==> src/rtl/oneshot_pkg.sv <==
package oneshot_pkg;

  typedef struct packed {
    logic lvl;
    logic rise;
    logic fall;
  } edge_t;

  function automatic int cnt_bits(input int v);
    return (v < 1) ? 1 : $clog2(v + 1);
  endfunction

endpackage

==> src/rtl/edge_sync.sv <==
module edge_sync #(
  parameter logic RST_VAL = 1'b0
) (
  input  logic                clk,
  input  logic                rst,
  input  logic                din,
  output oneshot_pkg::edge_t  ev
);
  // stg[0], stg[1]: synchroniser; stg[2]: previous synchronised value
  logic [2:0] stg;

  always_ff @(posedge clk) begin
    if (rst) stg <= {3{RST_VAL}};
    else     stg <= {stg[1:0], din};
  end

  always_comb begin
    ev.lvl  = stg[1];
    ev.rise = stg[1] & ~stg[2];
    ev.fall = ~stg[1] & stg[2];
  end
endmodule

==> src/rtl/trig_decode.sv <==
module trig_decode (
  input  oneshot_pkg::edge_t a_ev,
  input  oneshot_pkg::edge_t b_ev,
  input  oneshot_pkg::edge_t c_ev,
  output logic               fire
);
  logic by_a, by_b, by_c;

  always_comb begin
    by_a = a_ev.fall & b_ev.lvl;
    by_b = b_ev.rise & ~a_ev.lvl;
    by_c = c_ev.rise & ~a_ev.lvl & b_ev.lvl;
    fire = c_ev.lvl & (by_a | by_b | by_c);
  end
endmodule

==> src/rtl/pulse_timer.sv <==
module pulse_timer #(
  parameter int WIDTH_CYCLES = 20,
  parameter int RETRIG_MIN   = 3
) (
  input  logic clk,
  input  logic rst,
  input  logic fire,
  input  logic clr_lvl,
  output logic q,
  output logic q_n
);
  localparam int CW = oneshot_pkg::cnt_bits(WIDTH_CYCLES);
  localparam int LW = oneshot_pkg::cnt_bits(RETRIG_MIN);
  localparam logic [CW-1:0] W_LOAD = CW'(WIDTH_CYCLES);
  localparam logic [LW-1:0] L_LOAD = LW'(RETRIG_MIN);

  logic [CW-1:0] cnt, cnt_nxt;
  logic [LW-1:0] lock, lock_nxt;
  logic          accept;

  always_comb begin
    accept = fire & clr_lvl & (lock == '0);
    if (!clr_lvl)         cnt_nxt = '0;
    else if (accept)      cnt_nxt = W_LOAD;
    else if (cnt != '0)   cnt_nxt = cnt - 1'b1;
    else                  cnt_nxt = cnt;
    if (!clr_lvl)         lock_nxt = '0;
    else if (accept)      lock_nxt = L_LOAD;
    else if (lock != '0)  lock_nxt = lock - 1'b1;
    else                  lock_nxt = lock;
  end

  always_ff @(posedge clk) begin
    if (rst) begin
      cnt  <= '0;
      lock <= '0;
      q    <= 1'b0;
      q_n  <= 1'b1;
    end else begin
      cnt  <= cnt_nxt;
      lock <= lock_nxt;
      q    <= (cnt_nxt != '0);
      q_n  <= (cnt_nxt == '0);
    end
  end


  clear_forces_low_chk: assert property (@(posedge clk) disable iff (rst)
    !clr_lvl |=> !q);


  accept_sets_q_chk: assert property (@(posedge clk) disable iff (rst)
    accept |=> q);


  complement_chk: assert property (@(posedge clk) disable iff (rst)
    q != q_n);


  fall_reason_chk: assert property (@(posedge clk) disable iff (rst)
    $fell(q) |-> ($past(!clr_lvl) || ($past(cnt) == 1 && !$past(accept))));

  generate
    if (RETRIG_MIN > 0) begin : g_lock_chk

      lockout_chk: assert property (@(posedge clk) disable iff (rst)
        accept |=> !accept);
    end
  endgenerate
endmodule

==> src/rtl/retrig_oneshot.sv <==
module retrig_oneshot #(
  parameter int NUM_CH       = 2,
  parameter int WIDTH_CYCLES = 20,
  parameter int RETRIG_MIN   = 3
) (
  input  logic              clk,
  input  logic              rst,
  input  logic [NUM_CH-1:0] fall_trig_i,
  input  logic [NUM_CH-1:0] rise_trig_i,
  input  logic [NUM_CH-1:0] clear_n_i,
  output logic [NUM_CH-1:0] q_o,
  output logic [NUM_CH-1:0] q_n_o
);
  generate
    for (genvar ch = 0; ch < NUM_CH; ch++) begin : g_ch
      oneshot_pkg::edge_t a_ev, b_ev, c_ev;
      logic fire;

      edge_sync #(.RST_VAL(1'b1)) u_sync_a (
        .clk(clk), .rst(rst), .din(fall_trig_i[ch]), .ev(a_ev));
      edge_sync #(.RST_VAL(1'b0)) u_sync_b (
        .clk(clk), .rst(rst), .din(rise_trig_i[ch]), .ev(b_ev));
      edge_sync #(.RST_VAL(1'b1)) u_sync_c (
        .clk(clk), .rst(rst), .din(clear_n_i[ch]), .ev(c_ev));

      trig_decode u_dec (
        .a_ev(a_ev), .b_ev(b_ev), .c_ev(c_ev), .fire(fire));

      pulse_timer #(
        .WIDTH_CYCLES(WIDTH_CYCLES),
        .RETRIG_MIN  (RETRIG_MIN)
      ) u_timer (
        .clk(clk), .rst(rst), .fire(fire), .clr_lvl(c_ev.lvl),
        .q(q_o[ch]), .q_n(q_n_o[ch]));
    end
  endgenerate
endmodule

==> config.mk <==
export PLATFORM = sky130hd
export DESIGN_NAME = retrig_oneshot
export DESIGN_NICKNAME = d
export VERILOG_FILES = /design/src/rtl/oneshot_pkg.sv /design/src/rtl/edge_sync.sv /design/src/rtl/trig_decode.sv /design/src/rtl/pulse_timer.sv /design/src/rtl/retrig_oneshot.sv
export SDC_FILE = /design/constraint.sdc
export NUM_CORES = 1
export LEC_CHECK = 0
export ABC_AREA = 1
export BUFFER_PORTS_ARGS = -buffer_cell sky130_fd_sc_hd__buf_4
export CAP_MARGIN = 20
export CORE_MARGIN = 2
export CORE_UTILIZATION = 35
export DETAILED_ROUTE_END_ITERATION = 12
export MAX_ROUTING_LAYER = met4
export SKIP_LAST_GASP = 1
export SYNTH_ARGS = -nofsm -noshare
export SYNTH_HDL_FRONTEND = slang
export SYNTH_SLANG_ARGS = --single-unit
==> constraint.sdc <==
create_clock -name clk -period 1.7 [get_ports clk]
set_clock_uncertainty 0.15 [all_clocks]
set_input_delay 0.425 -clock clk [delete_from_list [all_inputs] [get_ports clk]]
set_output_delay 0.425 -clock clk [all_outputs]
set_load 0.02 [all_outputs]
==> reports/metrics.csv <==
stage,metric,value,unit
outcome,outcome,completed,
critical_path,critPathLaunch,g_ch[1].u_timer.cnt[0],
detailed_routing,wl,2230,µm
clock_network,clk_pin_slew,0.07,ns
clock_network,ctsRootBufferMaster,clkbuf_8,
layout,ff_latch_area,721,µm²
critical_path,cpMaxStageDelayCell,dfxtp_1,
critical_path,path_max_fanout,5,
timing,slew_headroom,79.9,%
detailed_routing,wl_met3,80,µm
critical_path,cpPeakStageDelay,0.31,ns
critical_path,crit_cells,9,
critical_path,worst_ep_arrival_time,1.54,ns
placed_design,hpwl,1620,µm
critical_path,end_kind,flip-flop,
layout,nets,206,
grt,grt_pass1_wl,4090,µm
timing,slew_violations,0,
layout,layout_commonest_cell,dfxtp_1,
detailed_routing,wl_per_cell,9.12,µm
detailed_routing,drc,0,
pwr,ir_worst_vdd,0.902,mV
timing,setup_viol,0,
synthesis,syn_nets,195,
grt,grt.overflow.total,0,
timing,final.period_utilization,89.5,%
critical_path,r2r_slack,0.18,ns
synthesis,ys_seq_area_share,49.1,%
placed_design,port_buffers,11,
grt,grt_usage,12.0,%
timing,fmax,657,MHz
timing,hold_viol_final,0,
detailed_routing,drtIter0Drc,48,
detailed_routing,highest_layer,met4,
flow_run,maxCapViolations,0,
synthesis,ys_warn_count,0,
die,start_util,36.5,%
synthesis,synth_cell_types,25,
placed_design,place.gp.congestion,0.760,
die,num_io_pins,12,
critical_path,rr_startpoint,g_ch[1].u_timer.cnt[0],
timing,fin_crit,1.52,ns
layout,final.fill_count,440,
critical_path,r2r_cells,9,
critical_path,path_buf_inv,1,
critical_path,cp-start-kind,flip-flop,
clock_network,cts_buffers,5,
layout,final_util,41.9,%
synthesis,postSynthCellCount,183,
detailed_routing,antenna_left,0,
clock_network,postCtsHoldBufs,0,
clock_network,clk_latency,0.28,ns
pwr,p_per_area,1820,mW/mm²
grt,grt_max_degree,30,
detailed_routing,dr_wl_met2,1010,µm
clock_network,cts_buffer_depth,2,
critical_path,cp.required,1.72,ns
critical_path,criticalPathCategory,reg2reg,
critical_path,crit_top_cell,nor2_1,
detailed_routing,viasPerCell,4.40,
timing,worst_pin_slew,0.299,ns
layout,final_cell_mix,"dfxtp_1 (36), inv_1 (32), nand2_1 (31), nor2_1 (20), buf_4 (11)",
timing,finalSetupTns,0,ns
critical_path,path_cells,inv_1 > ha_2 > nand3_2 > nand2_1 > nor2_1 > nor2_1 > nand2_1 > nor2_1 > nor2_1,
synthesis,syn-cell-area,0.00147,mm²
die,die_h,68.8,µm
die,die_width,68.8,µm
critical_path,cp_top_family,simple AND/OR/NAND/NOR gates,
layout,n_antenna_cell,0,
die,die_area,0.00473,mm²
layout,area_growth,15.0,%
min_path,hold_path.class,in2reg,
clock_network,tritoncts,yes,
clock_network,htree_levels,2,
layout,multiInputGateArea,584,µm²
timing,fin_hold_ws,0.173,ns
grt,grt_pass1_vias,1003,
synthesis,synth.avg_cell_area,8.03,µm²
timing,rsz0062_at_grt,no,
die,coreArea,0.00403,mm²
detailed_routing,drt-pass1-iter-count,4,
detailed_routing,vias,1078,
layout,drive_above_1_share,21.0,%
critical_path,r2r-end,g_ch[1].u_timer.q,
pwr,p_leak,0.804,nW
synthesis,ys_ff_latch,36,
grt,antenna_found_initial,0,
detailed_routing,wl_met1,1110,µm
die,rows,23,
critical_path,critPathCapture,g_ch[1].u_timer.q,
clock_network,cts.sinks,36,
==> kinds of logic (layout without fill, tap and decap cells) <==
family | Yosys count | in the layout | share of synthesized area [%]
compound gates | 15 | 15 | 6.05
fa+ha+maj | 4 | 4 | 3.41
simple gates | 86 | 86 | 29.4
flops | 36 | 36 | 49.1
buf+inv | 41 | 53 | 11.5
xor+xnor | 1 | 1 | 0.596
==> state kept, by name, summed over array words and instances, names as in the netlist <==
name and flops:
g_ch.u_timer.cnt 10, g_ch.u_sync_a.stg 6, g_ch.u_sync_b.stg 6, g_ch.u_sync_c.stg 6, g_ch.u_timer.lock 4, g_ch.u_timer.q 2, g_ch.u_timer.q_n 2
==> power breakdown <==
group	internal [mW]	leakage (nW)	switching (mW)
clock network	0.434	0.0541	0.296
logic	0.486	0.452	0.733
registers	1.03	0.298	0.0988
total	1.95	0.804	1.13
==> per-stage QoR <==
stage | power, mW | instance area [µm²] | setup WS, ns | std cells
2_1_floorplan | 2.17 | 1470 | 0.296 | 183
3_3_place_gp | 2.35 | 1570 | 0.145 | 237
3_5_place_dp | 2.37 | 1570 | 0.133 | 237
4_1_cts | 3.11 | 1680 | 0.112 | 245
5_1_grt | 3.38 | 1690 | 0.0151 | 245
6_report | 3.08 | 1690 | 0.178 | 245
==> layout make-up <==
type | count | area share (%)
clock buffer | 5 | 4.07
inverter | 34 | 7.56
timing repair buffer | 11 | 4.89
clock inverter | 3 | 2.52
sequential | 36 | 42.7
tap | 50 | 3.70
multi-input combinational | 106 | 34.6
==> synth_stat cells (all sizes together) <==
library cell / count / area [µm²]
nor3: 2 / 10.0
nand3: 13 / 97.6
or2: 8 / 50.1
nor2: 24 / 105
inv: 34 / 128
a21boi: 1 / 7.51
clkbuf: 3 / 11.3
ha: 4 / 50.1
nand2: 31 / 116
o21ai: 5 / 25.0
nand3b: 2 / 15.0
o21bai: 1 / 7.51
nand4: 6 / 37.5
buf: 4 / 30.0
dfxtp: 36 / 721
xnor2: 1 / 8.76
o211ai: 2 / 15.0
a21oi: 6 / 33.8
==> per-layer routing <==
layer	vias to the layer above	track usage (%)
met5	-	-
met4	0	5.88
met3	2	3.90
met2	18	18.6
met1	472	14.0
li1	586	-
==> worst min path at each step <==
stage / start / endpoint / cells after the start
global placement: g_ch[1].u_sync_b.stg[0] / g_ch[1].u_sync_b.stg[1] / 2
CTS: fall_trig_i[0] / g_ch[0].u_sync_a.stg[0] / 2
finish: fall_trig_i[0] / g_ch[0].u_sync_a.stg[0] / 2
global route: fall_trig_i[0] / g_ch[0].u_sync_a.stg[0] / 2
detailed placement: g_ch[0].u_sync_b.stg[0] / g_ch[0].u_sync_b.stg[1] / 2
floorplan: g_ch[0].u_sync_b.stg[0] / g_ch[0].u_sync_b.stg[1] / 2
==> timing repair <==
action                     CTS  global route
setup endpoints to repair    0             2
gates resized for setup      0             2
buffers inserted             0             0
No activity file was read; power rests on OpenSTA's default activity.
